<file path="src/rtl/tmr_pkg.sv">
// Shared types for the triplicated shift chain.
// Assumes three copies per position; the copy code 3 means "no copy".
package tmr_pkg;

    typedef enum logic [1:0] {
        COPY_FIRST  = 2'd0,
        COPY_SECOND = 2'd1,
        COPY_THIRD  = 2'd2,
        COPY_NONE   = 2'd3
    } copy_sel_e;

    // Turn a copy code into a one-hot flip mask (bit 0 = first copy).
    function automatic logic [2:0] copy_mask(input copy_sel_e sel);
        logic [2:0] m;
        case (sel)
            COPY_FIRST:  m = 3'b001;
            COPY_SECOND: m = 3'b010;
            COPY_THIRD:  m = 3'b100;
            default:     m = 3'b000;
        endcase
        return m;
    endfunction

endpackage

</file>
<file path="src/rtl/tmr_vote_mux.sv">
// Majority voter and mismatch detector built as two 4-way selectors
// steered by copies a and b. Purely combinational; assumes 1-bit copies.
module tmr_vote_mux (
    input  logic a_i,
    input  logic b_i,
    input  logic c_i,
    output logic vote_o,
    output logic mism_o
);

    // Voter selector: 00 -> 0, 01/10 -> c, 11 -> 1.
    always_comb begin
        case ({a_i, b_i})
            2'b00:   vote_o = 1'b0;
            2'b01:   vote_o = c_i;
            2'b10:   vote_o = c_i;
            default: vote_o = 1'b1;
        endcase
    end

    // Mismatch selector: 00 -> c, 01/10 -> 1, 11 -> not c.
    always_comb begin
        case ({a_i, b_i})
            2'b00:   mism_o = c_i;
            2'b01:   mism_o = 1'b1;
            2'b10:   mism_o = 1'b1;
            default: mism_o = ~c_i;
        endcase
    end

endmodule

</file>
<file path="src/rtl/tmr_stage.sv">
// One chain position: three copies loading the same upstream vote,
// each optionally inverted by a test flip mask, then voted.
// Assumes flip_i is at most one-hot.
module tmr_stage (
    input  logic       clk,
    input  logic       rst_n,
    input  logic       d_i,
    input  logic [2:0] flip_i,
    output logic       q_o,
    output logic       mism_o
);

    logic [2:0] copy_q;

    genvar gi;
    generate
        for (gi = 0; gi < 3; gi++) begin : g_copy
            // Load the upstream vote, inverted when this copy is flipped.
            always_ff @(posedge clk) begin
                if (!rst_n) copy_q[gi] <= 1'b0;
                else        copy_q[gi] <= d_i ^ flip_i[gi];
            end
        end
    endgenerate

    tmr_vote_mux u_vote (
        .a_i    (copy_q[0]),
        .b_i    (copy_q[1]),
        .c_i    (copy_q[2]),
        .vote_o (q_o),
        .mism_o (mism_o)
    );

    // A flip request drives at most one copy.
    assert_flip_onehot_R4: assert property (@(posedge clk) disable iff (!rst_n)
        $onehot0(flip_i));

    // A single flip never reaches the voted output.
    assert_vote_passes_R2: assert property (@(posedge clk) disable iff (!rst_n)
        rst_n |=> (q_o == $past(d_i)));

    // A flip shows as a mismatch in the next cycle.
    assert_flag_on_flip_R3: assert property (@(posedge clk) disable iff (!rst_n)
        (flip_i != 3'b000) |=> mism_o);

    // Without a flip the copies agree after the edge.
    assert_heal_R3: assert property (@(posedge clk) disable iff (!rst_n)
        (flip_i == 3'b000) |=> !mism_o);

endmodule

</file>
<file path="src/rtl/tmr_err_collect.sv">
// ORs the per-position mismatch signals into one flag and keeps a
// sticky copy. Set has priority over clear at the same edge.
module tmr_err_collect #(
    parameter int NUM_STAGES = 100
) (
    input  logic                  clk,
    input  logic                  rst_n,
    input  logic [NUM_STAGES-1:0] mism_i,
    input  logic                  clr_i,
    output logic                  err_o,
    output logic                  sticky_o
);

    // Chain-wide mismatch flag.
    always_comb err_o = |mism_i;

    // Sticky capture: a live error sets, clear drops it otherwise.
    always_ff @(posedge clk) begin
        if (!rst_n) sticky_o <= 1'b0;
        else        sticky_o <= err_o | (sticky_o & ~clr_i);
    end

    assert_sticky_set_R6: assert property (@(posedge clk) disable iff (!rst_n)
        err_o |=> sticky_o);

    assert_sticky_hold_R6: assert property (@(posedge clk) disable iff (!rst_n)
        (sticky_o && !clr_i) |=> sticky_o);

    assert_sticky_clear_R7: assert property (@(posedge clk) disable iff (!rst_n)
        (clr_i && !err_o) |=> !sticky_o);

endmodule

</file>
<file path="src/rtl/tmr_shift_chain.sv">
// Top level: NUM_STAGES triplicated positions in series on one clock,
// a test flip decoder per position, and the chain-wide error collector.
// Assumes flip_pos values of NUM_STAGES or more select nothing.
module tmr_shift_chain #(
    parameter int NUM_STAGES = 100,
    localparam int IDX_W = (NUM_STAGES > 1) ? $clog2(NUM_STAGES) : 1
) (
    input  logic             clk,
    input  logic             rst_n,
    input  logic             ser_in,
    input  logic             flip_en,
    input  logic [IDX_W-1:0] flip_pos,
    input  logic [1:0]       flip_copy,
    input  logic             mism_clr,
    output logic             ser_out,
    output logic             mism_any,
    output logic             mism_hold
);

    import tmr_pkg::*;

    logic [NUM_STAGES:0]   link;
    logic [NUM_STAGES-1:0] mism;
    logic [2:0]            req_mask;

    // Copy mask requested by the test port, shared by all positions.
    always_comb req_mask = flip_en ? copy_mask(copy_sel_e'(flip_copy)) : 3'b000;

    assign link[0] = ser_in;

    genvar k;
    generate
        for (k = 0; k < NUM_STAGES; k++) begin : g_pos
            logic [2:0] pos_mask;

            // Route the flip mask only to the addressed position.
            always_comb pos_mask = (flip_pos == IDX_W'(k)) ? req_mask : 3'b000;

            tmr_stage u_stage (
                .clk    (clk),
                .rst_n  (rst_n),
                .d_i    (link[k]),
                .flip_i (pos_mask),
                .q_o    (link[k+1]),
                .mism_o (mism[k])
            );
        end
    endgenerate

    assign ser_out = link[NUM_STAGES];

    tmr_err_collect #(.NUM_STAGES(NUM_STAGES)) u_err (
        .clk      (clk),
        .rst_n    (rst_n),
        .mism_i   (mism),
        .clr_i    (mism_clr),
        .err_o    (mism_any),
        .sticky_o (mism_hold)
    );

    // A reset edge leaves data, flag and sticky flag all low.
    assert_reset_clears_R8: assert property (@(posedge clk)
        !rst_n |=> (!ser_out && !mism_any && !mism_hold));

    // An ignored copy code never raises the flag.
    assert_none_code_R4: assert property (@(posedge clk) disable iff (!rst_n)
        (!flip_en || flip_copy == 2'd3) |=> !mism_any);

endmodule

</file>
<file path="config.mk">
export PLATFORM = sky130hd
export DESIGN_NAME = tmr_shift_chain
export DESIGN_NICKNAME = d
export VERILOG_FILES = /design/src/rtl/tmr_pkg.sv /design/src/rtl/tmr_vote_mux.sv /design/src/rtl/tmr_stage.sv /design/src/rtl/tmr_err_collect.sv /design/src/rtl/tmr_shift_chain.sv
export SDC_FILE = /design/constraint.sdc
export NUM_CORES = 1
export LEC_CHECK = 0
export BUFFER_PORTS_ARGS = -buffer_cell sky130_fd_sc_hd__buf_2
export CAP_MARGIN = 20
export CELL_PAD_IN_SITES_DETAIL_PLACEMENT = 0
export CELL_PAD_IN_SITES_GLOBAL_PLACEMENT = 2
export CORE_UTILIZATION = 36
export CTS_BUF_LIST = sky130_fd_sc_hd__clkbuf_4
export DETAILED_ROUTE_END_ITERATION = 16
export PLACE_DENSITY = 0.78
export SLEW_MARGIN = 20
export SYNTH_ARGS = -nofsm -noshare
export SYNTH_HDL_FRONTEND = slang
export SYNTH_SLANG_ARGS = --single-unit
</file>
<file path="constraint.sdc">
create_clock -name clk -period 2.55 [get_ports clk]
set_input_delay 0.6375 -clock clk [delete_from_list [all_inputs] [get_ports clk]]
set_output_delay 0.6375 -clock clk [all_outputs]
set_load 0.01 [all_outputs]
</file>
**Yosys cells after proc, flatten, opt, wreduce, memory -nomap -nowiden**

Cells that the tools add are included.

- Bits in writable memories: 0
- Output and inout bits: 3
- ROM bits: 0
- Input bits: 14
- Latch bits: 0
- Memories: 0
- Register bits after elaboration: 301

- $add $sub $neg: 0
- Mux-type cells: 302
- Reductions and logical operators: 203
- Shifts and indexed selects: 0
- $lt $le $gt $ge: 0
- Bitwise logic cells: 403
- $mul: 0
- Div/mod/pow operators: 0
- Equal/unequal tests: 301

Operator list:

| kind | count |
|---|---|
| $pmux 1 s2 | 200 |
| $mux 3 | 101 |
| $xor 1x1->1 | 300 |
| $eq 7x7->1 const B | 36 |
| $eq 7x6->1 const B | 32 |
| $eq 2x1->1 const B | 101 |
| $eq 2x2->1 const B | 101 |
| $logic_not 2->1 | 101 |
| $reduce_or 2->1 | 100 |
| $eq 7x5->1 const B | 16 |
| $not 1->1 | 101 |
| $reduce_or 100->1 | 1 |
| $eq 7x4->1 const B | 8 |
| $eq 7x3->1 const B | 4 |
| $eq 7x2->1 const B | 2 |
| $pmux 3 s3 | 1 |
| $eq 7x1->1 const B | 1 |
| $logic_not 7->1 | 1 |
| $and 1x1->1 | 1 |
| $or 1x1->1 | 1 |

**Longest topological paths before layout**

- Depth in word-level cells: 5
- Depth in mapped cells: 8

**Cells and area by module**

Synthesis repeated with hierarchy kept, for this count alone.

- Cells, all modules: 2,171
- Area total of the unflattened synthesis: 19,586.3 µm²

Modules (own cells, without submodules):

| module | area an instance (µm²) | sequential area each (µm²) | cells an instance | instances |
|---|---|---|---|---|
| tmr_stage | 105.1 | 60.1 | 9 | 100 |
| tmr_vote_mux | 63.8 | 0.0 | 8 | 100 |
| tmr_shift_chain | 2,427.3 | 0.0 | 432 | 1 |
| tmr_err_collect | 267.8 | 20.0 | 39 | 1 |

**Worst setup path before layout**

Ideal clock, no wire load.

- Path kind: register -> output
- From: reg g_pos[80].u_stage.copy_q[0]
- To: out mism_any
- Arrival time: 1.882 ns
- Cell stages (with the launch flop): 8
- Path slack: 0.031 ns
- Data required time: 1.913 ns
- Cell sequence: dfxtp_1 > ha_1 > nor2b_1 > a2111o_1 > a2111oi_2 > nand4_1 > nor4_2 > nand3_1

- Word-level cells in the longest chain between the ends: 4
- Elaborated cells between the ends (all ways): 6
- Those cells by class: eq/ne (2); mux (1); reduce/logical (3)

Ends and longest elaborated chain:

| what | line | source |
|---|---|---|
| start, declared | tmr_stage.sv:13 | `logic [2:0] copy_q;` |
| start signal, assigned by index | tmr_stage.sv:21 | `else copy_q[gi] <= d_i ^ flip_i[gi];` |
| $eq 2x2->1 / $eq 2x1->1 (equally long branches) | tmr_vote_mux.sv:23 | `case ({a_i, b_i})` |
| $reduce_or 2->1 (no line) | -- |  |
| $pmux 1 s2 (*) | tmr_vote_mux.sv:23 |  |
| $reduce_or 100->1 (*) | tmr_err_collect.sv:15 | `always_comb err_o = \|mism_i;` |
| end, declared | tmr_shift_chain.sv:16 | `output logic mism_any,` |

Mark *: on every way between the ends. The rest lies on a longest branch, timed or not.

**Worst setup path after layout**

- From: reg g_pos[16].u_stage.copy_q[0]
- To: out mism_any

- Word-level cells in the longest chain between the ends: 4
- Elaborated cells between the ends (all ways): 6
- Those cells by class: eq/ne (2); mux (1); reduce/logical (3)

Ends and longest elaborated chain:

| what | line |
|---|---|
| start, declared | tmr_stage.sv:13 |
| start signal, assigned by index | tmr_stage.sv:21 |
| $eq 2x2->1 / $eq 2x1->1 (equally long branches) | tmr_vote_mux.sv:23 |
| $reduce_or 2->1 (no line) | -- |
| $pmux 1 s2 (*) | tmr_vote_mux.sv:23 |
| $reduce_or 100->1 (*) | tmr_err_collect.sv:15 |

Marked as above.

==> results.txt <==
Ys async rst share -> 0%
Die height -> 225 um
Syn nets -> 2557
CTS buffer count -> 91
YS warnings -> 0
WP data arrival -> 2.91 ns
Area share of the largest cell type after synthesis -> 33.7%
Final WS setup -> -0.993 ns
Area Overhead vs Synth -> 24.9%
Clock Sinks -> 301
Post-route ant nets -> 0
Final HPWL DP -> 42400 um
Synth top area cells -> dfxtp_1 (34%), ha_1 (14%), xor2_1 (7.6%)
Initial core utilization -> 36.6%
1st-pass router iterations -> 5
Max-slew violation count -> 0
Clock Skew -> 0.0535 ns
Pwr dens -> 867 nW/um2
Leakage -> 9.58 nW
Crit start category -> register
Average size of a mapped cell -> 7.64 um2
Top FF cell, synth -> dfxtp_1
FP Rows -> 81
Initial antenna violation count -> 3
Avg WL per Cell -> 17.2 um
CTS tree -> built
Number of flops mapped to enable cells by yosys -> 0
Fmax -> 282 MHz
First-pass GRT wire length -> 88300 um
Hold Crit Class -> input pin to register
Detailed Route Iter0 Violations -> 767
Finished Core Util -> 45.7%
Io pins -> 17
Layout cells sized above 1 -> 19.8%
Violated checks -> setup timing
Commonest non-fill, non-tap cell in the layout -> nor2_1
Unrepaired setup endpoints after global routing -> yes
Post-synthesis cell count -> 2343
Crit path max fanout -> 2
Slew HR -> 43.7%
Via/cell ratio -> 4.94
Largest net degree at the start of global routing -> 115
GP Congestion -> 0.882
Netlist cell types -> 39
Worst path required time -> 1.91 ns
Vias -> 16.7k
Final period util -> 139%
Status -> finished with violations
Total grt overflow -> 0
Actual slew at the worst max-slew pin -> 0.821 ns
Worst Setup End Kind -> output pin
Total Wirelength -> 58300 um
Vias in the first global route -> 16.0k
CORE AREA -> 49000 um2
Met2 wire length -> 27000 um
Max-cap check violation count -> 0
Clock slew at reported path FFs -> 0.07 ns
Root Buffer -> clkbuf_4
Final min period -> 3.54 ns
Synth area leader -> dfxtp_1
Clk Latency, worst-skew pair -> 0.84 ns
Max Used Layer -> met5
Total power -> 0.0194 W
Die area -> 50600 um2
Total track usage -> 23.2%
Final hold vios -> 0
Die X -> 225 um
Metal3 WL -> 3000 um
Sequential share of the synthesized area -> 33.7%
Most frequent cells in the layout -> nor2_1 (357), dfxtp_1 (282), buf_4 (277), inv_1 (269), a21oi_1 (247)
Flops & latches, synth -> 301
Setup-failing EPs final -> 1
DRC Markers -> 0
Peak supply drop -> 334 uV
H-tree levels -> 3
Setup CP Type -> register to output pin
Clock buffer depth -> 3
PortBufs -> 16
Nets -> 2864
M1 wire length -> 26400 um
Post-Synthesis Cell Area -> 17900 um2
[final timing paths]
kind	from	to	slack, ns	cells after the start
worst max-delay path	g_pos[16].u_stage.copy_q[0]	mism_any	-0.99	10
worst min-delay path	ser_in	g_pos[0].u_stage.copy_q[0]	0.13	3
worst max register to register	g_pos[16].u_stage.copy_q[0]	u_err.sticky_o	0.21	10
worst min register to register	g_pos[44].u_stage.copy_q[2]	g_pos[45].u_stage.copy_q[2]	0.74	3
[metrics by stage]
step           setup WS, ns  instances  TNS [ns]  cell area, um2  hold slack, ns
2_1_floorplan        0.0307       2343         0           17900           0.558
3_3_place_gp         -0.457       3219    -0.457           20800           0.713
3_5_place_dp         -0.445       3219    -0.445           20800           0.732
4_1_cts               -1.12       3376     -1.13           22000          0.0525
5_1_grt               -1.18       3378     -1.22           22400           0.102
6_report             -0.993       3380    -0.993           22400           0.135
[synth_stat cells (all sizes together) (4+ instances only)]
cell,count
nor2,359
dfxtp,301
inv,274
a21oi,270
ha,200
xor2,156
nand2,148
nor3,148
and3,146
clkbuf,79
o22ai,66
o21ai,48
mux2i,24
nand2b,20
nor2b,20
nor4,16
buf,13
nand3,6
o2111ai,6
a22o,5
nand4,5
a2111oi,4
[where the power goes]
| group | leakage, nW | total, W | internal, W | switching [W] |
|---|---|---|---|---|
| Combinational | 6.49 | 0.00884 | 0.00406 | 0.00478 |
| Clock | 0.648 | 0.00444 | 0.00226 | 0.00218 |
| Sequential | 2.45 | 0.00611 | 0.00559 | 0.000522 |
[registers in the layout, indices dropped and copies added (netlist names)]
| name | count |
|---|---|
| g_pos.u_stage.copy_q | 300 |
| u_err.sticky_o | 1 |
[metal layers]
| metal | vias up | track usage [%] |
|---|---|---|
| li1 | 8436 | - |
| met1 | 7828 | 29.6 |
| met2 | 324 | 38.8 |
| met3 | 115 | 4.55 |
| met4 | 2 | 8.29 |
| met5 | - | 0 |
[worst max-delay path: stages (launching register included)]
cell and delay [ns]:
dfxtp_2 0.33, inv_1 0.06, ha_4 0.24, a21oi_2 0.13, o22ai_2 0.14, nor4_1 0.27, buf_4 0.17, nand4_1 0.21
nor3_4 0.29, nand3_4 0.11, buf_6 0.13
[layout make-up]
cell class / instances / area, um2
tap: 664 / 831
antenna: 3 / 7.51
sequential: 301 / 6050
timing repair buffer: 306 / 2420
inverter: 274 / 1040
fill: 4974 / 26600
clock inverter: 30 / 123
multi-input combinational: 1676 / 10900
clock buffer: 126 / 946
[what timing repair did]
| item | 4_1_cts | 5_1_grt |
|---|---|---|
| gates resized for setup | 44 | 48 |
| hold buffers | 0 | 0 |
| setup buffers | 1 | 1 |
| endpoints found under the setup margin | 2 | 2 |
| pin swaps | 17 | 12 |
[cells by family after synthesis]
logic type,synth area share (%)
buf+inv,7.77
simple gates,23.0
mux,1.47
flops,33.7
xor+xnor,7.63
compound gates,12.5
fa+ha+maj,14.0
Note: power is estimated with default switching activity, not from simulation.
